### src/rtl/adc_ramp_pkg.sv
package adc_ramp_pkg;
  // Cycles between two ramp decisions: synchronizer latency, one cycle for
  // the code register to reach the ladder, plus extra analog settling.
  function automatic int unsigned step_cycles(input int unsigned sync_stages,
                                              input int unsigned settle_cyc);
    return sync_stages + 1 + settle_cyc;
  endfunction

  function automatic int unsigned cnt_width(input int unsigned n);
    return (n < 2) ? 1 : $clog2(n);
  endfunction
endpackage

### src/rtl/adc_ramp_sync.sv
module adc_ramp_sync #(
  parameter int unsigned STAGES = 2
) (
  input  logic clk,
  input  logic rst_n,
  input  logic d_i,
  output logic q_o
);
  logic [STAGES-1:0] pipe_q;
  logic [STAGES-1:0] pipe_d;

  generate
    if (STAGES == 1) begin : g_single
      always_comb pipe_d = d_i;
    end else begin : g_chain
      always_comb pipe_d = {pipe_q[STAGES-2:0], d_i};
    end
  endgenerate

  always_ff @(posedge clk or negedge rst_n) begin
    if (!rst_n) pipe_q <= '0;
    else        pipe_q <= pipe_d;
  end

  assign q_o = pipe_q[STAGES-1];
endmodule

### src/rtl/adc_ramp_pacer.sv
module adc_ramp_pacer #(
  parameter int unsigned STEP = 3
) (
  input  logic clk,
  input  logic rst_n,
  input  logic step_taken_i,
  output logic decide_o
);
  import adc_ramp_pkg::*;
  localparam int unsigned WW = cnt_width(STEP);
  localparam logic [WW-1:0] LAST = WW'(STEP - 1);

  logic [WW-1:0] wait_q, wait_d;

  always_comb begin
    wait_d = wait_q;
    if (step_taken_i)        wait_d = '0;
    else if (wait_q != LAST) wait_d = wait_q + 1'b1;
  end

  always_ff @(posedge clk or negedge rst_n) begin
    if (!rst_n) wait_q <= '0;
    else        wait_q <= wait_d;
  end

  assign decide_o = (wait_q == LAST);

  // A step may only be taken at a decision point.
  AST_STEP_AT_DECISION: assert property (@(posedge clk) disable iff (!rst_n)
    step_taken_i |-> decide_o);
endmodule

### src/rtl/adc_ramp_counter.sv
module adc_ramp_counter #(
  parameter int unsigned W = 8
) (
  input  logic         clk,
  input  logic         rst_n,
  input  logic         inc_i,
  output logic [W-1:0] code_o,
  output logic         at_max_o
);
  localparam logic [W-1:0] MAX = {W{1'b1}};

  logic [W-1:0] code_q, code_d;

  always_comb begin
    code_d = code_q;
    if (inc_i && (code_q != MAX)) code_d = code_q + 1'b1;
  end

  always_ff @(posedge clk or negedge rst_n) begin
    if (!rst_n) code_q <= '0;
    else        code_q <= code_d;
  end

  assign code_o   = code_q;
  assign at_max_o = (code_q == MAX);

  AST_NO_WRAP: assert property (@(posedge clk) disable iff (!rst_n)
    (code_q == MAX) |=> (code_q == MAX));
  AST_UP_BY_ONE: assert property (@(posedge clk) disable iff (!rst_n)
    (code_q != $past(code_q)) |-> (code_q == $past(code_q) + 1'b1));
endmodule

### src/rtl/adc_ramp_ctrl.sv
module adc_ramp_ctrl #(
  parameter int unsigned CODE_W      = 8,
  parameter int unsigned SYNC_STAGES = 2,
  parameter int unsigned SETTLE_CYC  = 0
) (
  input  logic              clk,
  input  logic              rst_n,
  input  logic              cmp_above_i,
  output logic [CODE_W-1:0] dac_code_o,
  output logic              busy_o,
  output logic              valid_o
);
  import adc_ramp_pkg::*;
  localparam int unsigned STEP = step_cycles(SYNC_STAGES, SETTLE_CYC);

  logic cmp_s;
  logic decide;
  logic at_max;
  logic step_taken;
  logic valid_q, valid_d;

  adc_ramp_sync #(.STAGES(SYNC_STAGES)) u_sync (
    .clk(clk), .rst_n(rst_n), .d_i(cmp_above_i), .q_o(cmp_s)
  );

  adc_ramp_pacer #(.STEP(STEP)) u_pacer (
    .clk(clk), .rst_n(rst_n), .step_taken_i(step_taken), .decide_o(decide)
  );

  adc_ramp_counter #(.W(CODE_W)) u_cnt (
    .clk(clk), .rst_n(rst_n), .inc_i(step_taken),
    .code_o(dac_code_o), .at_max_o(at_max)
  );

  // Advance only at a paced decision point, while the input is still above.
  assign step_taken = decide && cmp_s && !at_max;

  always_comb begin
    valid_d = valid_q;
    if (decide) valid_d = !step_taken;
  end

  always_ff @(posedge clk or negedge rst_n) begin
    if (!rst_n) valid_q <= 1'b0;
    else        valid_q <= valid_d;
  end

  assign valid_o = valid_q;
  assign busy_o  = !valid_q;

  AST_HOLD_WHEN_LOW: assert property (@(posedge clk) disable iff (!rst_n)
    !cmp_s |=> $stable(dac_code_o));
  AST_RESULT_STABLE: assert property (@(posedge clk) disable iff (!rst_n)
    (valid_o && $past(valid_o)) |-> $stable(dac_code_o));
  AST_STEP_SPACING: assert property (@(posedge clk) disable iff (!rst_n)
    (dac_code_o != $past(dac_code_o)) |-> ($past(dac_code_o) == $past(dac_code_o, 2)));
  AST_RESUME_CLEARS: assert property (@(posedge clk) disable iff (!rst_n)
    (dac_code_o != $past(dac_code_o)) |-> !valid_o);
endmodule

### config.mk
export PLATFORM = sky130hd
export DESIGN_NAME = adc_ramp_ctrl
export DESIGN_NICKNAME = d
export VERILOG_FILES = /design/src/rtl/adc_ramp_pkg.sv /design/src/rtl/adc_ramp_sync.sv /design/src/rtl/adc_ramp_pacer.sv /design/src/rtl/adc_ramp_counter.sv /design/src/rtl/adc_ramp_ctrl.sv
export SDC_FILE = /design/constraint.sdc
export NUM_CORES = 1
export LEC_CHECK = 0
export BUFFER_PORTS_ARGS = -buffer_cell sky130_fd_sc_hd__buf_4
export CAP_MARGIN = 30
export CORE_MARGIN = 1
export CORE_UTILIZATION = 45
export CTS_CLUSTER_DIAMETER = 150
export DETAILED_ROUTE_END_ITERATION = 8
export PLACE_DENSITY_LB_ADDON = 0.3
export SYNTH_ARGS = -nofsm -noshare
export SYNTH_HDL_FRONTEND = slang
export SYNTH_HIERARCHICAL = 1
export SYNTH_SLANG_ARGS = --single-unit
### constraint.sdc
create_clock -name clk -period 5.8 [get_ports clk]
set_clock_uncertainty 0.05 [all_clocks]
set_input_delay 1.16 -clock clk [delete_from_list [all_inputs] [get_ports clk]]
set_output_delay 1.16 -clock clk [all_outputs]
set_load 0.01 [all_outputs]
After elaboration in Yosys (flattened, before gate mapping)
Index checks and enable logic that the tools add are counted.
W data, S select, Z words.
Storage, ports and cells
  word-level logic and storage cells: 19
  register bits: 13
  input port bits: 3
Operators by class
  multiplexer cells: 2
  add/sub/neg operators: 2
  reduce and logical (&&, ||, !) cells: 7
  equal/unequal tests: 4
Operator list (number)
  $add A8 B1 Y8 const B: 1
  $eq A8 B8 Y1 const B: 1
  $ne A8 B8 Y1 const B: 1
  $mux W2: 2
  $logic_and A1 B1 Y1: 3
  $logic_not A1 Y1: 3
  $add A2 B1 Y2 const B: 1
  $eq A2 B2 Y1 const B: 1
  $ne A2 B2 Y1 const B: 1
  $reduce_bool A2 Y1: 1

Logic depth before layout (Yosys ltp)
  depth after elaboration: 4
  gate-level depth with buffers: 8
  mapped depth without buffers: 8

Modules after synthesis
Netlist, hierarchy kept.
By module, submodules not included
  adc_ramp_counter: instances 1, area an instance 411.6 um^2, cells each 37
  adc_ramp_pacer: instances 1, area an instance 97.6 um^2, cells each 9
  adc_ramp_sync: instances 1, area an instance 50.0 um^2, cells each 2
  adc_ramp_ctrl: instances 1, area an instance 45.0 um^2, cells each 5

Least setup slack after synthesis
OpenSTA, ideal clock, no wires.
  path kind: flip-flop to flip-flop
  start: register u_cnt.code_q[0], in the netlist u_cnt/code_o[0]
  end: register u_cnt.code_q[7], in the netlist u_cnt/code_o[7]
  data arrival time: 1.848 ns
  clock period less this slack: 2.016 ns
  setup slack: 3.784 ns
  path buffers: 0
  data required time: 5.632 ns
  library setup time: 0.118 ns
  cell stages (with the launch flop): 9
  cell sequence: dfrtp_1 > ha_1 > nand4_4 > or2_4 > inv_1 > nor2_1 > and4_1 > and4_1 > nor2_1
Between the ends
  longest elaborated chain between the ends: 4
  elaborated cells on any way between the ends: 6
RTL lines
  start, declared: RTL line adc_ramp_counter.sv:12  | logic [W-1:0] code_q, code_d;
  start signal, assigned: RTL line adc_ramp_counter.sv:21  | else code_q <= code_d;
  $eq A8 B8 Y1: RTL line adc_ramp_counter.sv:25  | assign at_max_o = (code_q == MAX);
  net at_max: RTL line adc_ramp_ctrl.sv:18  | logic at_max;
  $logic_not A1 Y1: RTL line adc_ramp_ctrl.sv:36  | assign step_taken = decide && cmp_s && !at_max;
  $logic_and A1 B1 Y1: RTL line adc_ramp_ctrl.sv:36
  net step_taken: RTL line adc_ramp_ctrl.sv:19  | logic step_taken;
  $logic_and A1 B1 Y1: RTL line adc_ramp_counter.sv:16  | if (inc_i && (code_q != MAX)) code_d = code_q + 1'b1;
The timed path passes the listed nets, and every way through them passes these cells.
A chain may end at the register's enable or synchronous reset.

Worst setup path in the final report
Ends and elaborated chain as after synthesis.

==> flow_summary.json <==
{
  "grt-busiest-layer": "met1",
  "cts_hold_buf": 0,
  "critical_path.startpoint_type": "flop",
  "synthDistinctLibCells": 26,
  "cp_cell_sequence": "ha_1 > nand4_4 > or2_4 > inv_1 > nor2_1 > and4_1 > and4_1 > nor2_1",
  "post-route-period-util_pct": 37.96,
  "route.antenna.remaining_nets": 0,
  "postSynthNetCount": 58,
  "power.density_nw_per_um2": 455.4,
  "criticalPathCategory": "reg2reg",
  "hpwl_um": 781.4,
  "p_comb_share_pct": 37.1,
  "synthFlopType": "sky130_fd_sc_hd__dfrtp_1",
  "core_area_sq_um": 1171,
  "final-setup-viol-count": 0,
  "grt-ovfl-total": 0,
  "finalSetupTns_ns": 0,
  "ctsResizeCount": 0,
  "rsz0062_at_grt": "no",
  "die_width_um": 38.65,
  "max-cap-violations": 0,
  "tritoncts": "yes",
  "global_route.usage.met1_pct": 26.42,
  "commonest_non_fill_non_tap_cell_in_the_layout": "sky130_fd_sc_hd__dfrtp_1",
  "power.switching_fraction_pct": 37.39,
  "vdd_drop_max_uv": 302.6,
  "ys_ff_latch": 13,
  "net-switching-power_mw": 0.1259,
  "area_of_the_multi_input_gates_sq_um": 267.8,
  "fraction_of_layout_cells_with_a_size_suffix_above_1_pct": 31.88,
  "layout.cell_area.non_filler_sq_um": 739.5,
  "layout_filler_cell_count": 100,
  "setup_repair_bufs_after_cts": 0,
  "design_internal_power_mw": 0.2109,
  "cts_made_buffers": 3,
  "wire_length_of_the_first_global_routing_pass_mm": 1.835,
  "synth_cells": 53,
  "routed_via_density": 5.241,
  "min_path_type": "reg2reg",
  "h-tree-depth": 1,
  "critical_path.slowest_cell": "sky130_fd_sc_hd__dfrtp_1",
  "place.port_buffers": 12,
  "worst_setup_path_end_kind": "flop",
  "drt-total-wl_mm": 1.105,
  "num_vias": 435,
  "first_global_vias": 393,
  "finalWeightedCongestion": 0.8369,
  "clockPowerShare_pct": 16.6,
  "timing.critical_path.buf_inv": 1,
  "cpPeakStageDelay_ns": 0.43,
  "yosysWarnings": 6,
  "critPathRequiredTime_ns": 5.92,
  "drcViolationCount": 0,
  "avgRoutedWirePerCell_um": 13.31,
  "placementRows": 12,
  "globalRouteTotalUtil_pct": 19.78,
  "first_iter_violations": 9,
  "layout.nets": 75,
  "tightestPinTransition_ns": 0.4850,
  "number_of_antenna_violations_at_the_first_check_in_global_routing": 0,
  "grt_use_met2_pct": 25.42,
  "cts.root.buffer_cell": "sky130_fd_sc_hd__clkbuf_4",
  "drt_pass_1_iters": 4,
  "area.sequential_sq_um": 325.3,
  "max_freq_mhz": 454.2,
  "cp_max_fo": 8,
  "syn_avg_cell_area_sq_um": 11.40,
  "initial_core_util_pct": 51.60,
  "design.die.area_sq_um": 1493,
  "status": "complete, no violations",
  "final-max-slew-violation-count": 0,
  "place_area_sq_um": 711.9,
  "clkSlewWorstSetupHoldPaths_ns": 0.08,
  "crit_arrival_ns": 2.32,
  "synth-edff-count": 0,
  "power.sequential.fraction_pct": 46.3,
  "synth_seq_area_share_pct": 53.83,
  "fp.dieH_um": 38.65,
  "cts_sinks": 13,
  "headroom_to_the_max_slew_limit_pct": 67.55,
  "maximum_number_of_pins_on_one_net_before_global_route_repair": 14,
  "clk-insertion-delay-late_ns": 0.28,
  "leakagePower_nw": 0.3671,
  "final_hold_vio_count": 0,
  "antenna_cells": 0,
  "synth_async_sr_flop_share_pct": 100.0,
  "gr-usage-met3_pct": 8.671,
  "maximum_clock_path_buffer_count": 2,
  "period_needed_ns": 2.202,
  "finalCoreUtilization_pct": 63.14,
  "layout_common_cells": "sky130_fd_sc_hd__dfrtp_1 (13), sky130_fd_sc_hd__buf_4 (12), sky130_fd_sc_hd__nand2_1 (4), sky130_fd_sc_hd__nor2_1 (4), sky130_fd_sc_hd__a21oi_1 (4)",
  "layout-area-overhead-vs-synth_pct": 22.36,
  "io-pin-count": 13,
  "synth.cell_area_sq_um": 604.3,
  "crit_family": "simple AND/OR/NAND/NOR gates"
}
==> stage by stage <==
stage	setup slack, ns	std cells	hold WS, ns	total power, mW
floorplan	3.785	53	0.2812	0.2272
global placement	3.692	79	0.2834	0.2784
detailed placement	3.623	79	0.2863	0.2836
CTS	3.605	83	0.3053	0.3413
global route	3.439	83	0.3192	0.3671
finish	3.598	83	0.3059	0.3368
==> Yosys cell counts, drive strengths merged (2+ instances only) <==
cell,number,area [sq um]
mux2,2,22.52
nand2,4,15.01
a21oi,5,28.78
and3,2,13.77
inv,3,11.26
and4,3,26.28
nor2,4,15.01
nand4,2,27.53
or2,2,15.02
ha,2,25.02
a31oi,2,12.51
dfrtp,13,325.3
==> cells by family (layout without fill, tap and decap cells) <==
kind of cell	Yosys count	in the layout	synth area share, %
AOI/OAI and AO/OA	11	11	12.22
xor gates and xnor gates	2	2	2.899
adders and majority gates	2	2	4.140
buffers and inverters	3	19	1.863
DFF	13	13	53.83
muxes	2	2	3.726
and+or+nand+nor	20	20	21.33
==> final timing paths <==
check,start,to,slack [ns],cells past startpoint
max,u_cnt/code_o[0],u_cnt/code_o[7],3.60,8
min,u_sync/pipe_q[0],u_sync/pipe_q[1],0.31,0
max reg2reg,u_cnt/code_o[0],u_cnt/code_o[7],3.60,8
min reg2reg,u_sync/pipe_q[0],u_sync/pipe_q[1],0.31,0
max in group asynchronous,rst_n,u_cnt/code_o[6],4.89,1
min in group asynchronous,rst_n,u_cnt/code_o[3],0.66,1
==> sequential cells by signal, summed over array words and instances (netlist names) <==
name	count
u_sync/pipe_q	2
valid_o	1
u_cnt/code_o	8
u_pacer/wait_q	2
==> power groups by stage <==
stage          registers (mW)  logic (mW)  clock network [mW]
2_1_floorplan           0.159      0.0679                   0
3_3_place_gp            0.154       0.124                   0
3_5_place_dp            0.157       0.127                   0
4_1_cts                 0.156       0.126              0.0590
5_1_grt                 0.160       0.142              0.0642
6_report                0.156       0.125              0.0561
==> layout make-up <==
class / instances / share of cell area (%)
flip-flops and latches: 13 / 43.99
multi-input cells: 37 / 36.21
repair buffers: 12 / 12.18
clock buffers: 3 / 3.046
well taps: 14 / 2.369
inverters: 3 / 1.523
clock inverters: 1 / 0.6768
==> routing by layer <==
| metal | share of wire (%) | up-vias |
|---|---|---|
| met5 | 0 | - |
| met4 | 1.2 | 0 |
| met3 | 4.4 | 2 |
| met2 | 43 | 9 |
| met1 | 51 | 199 |
| li1 | - | 225 |
Note: power is estimated with default switching activity, not from simulation.
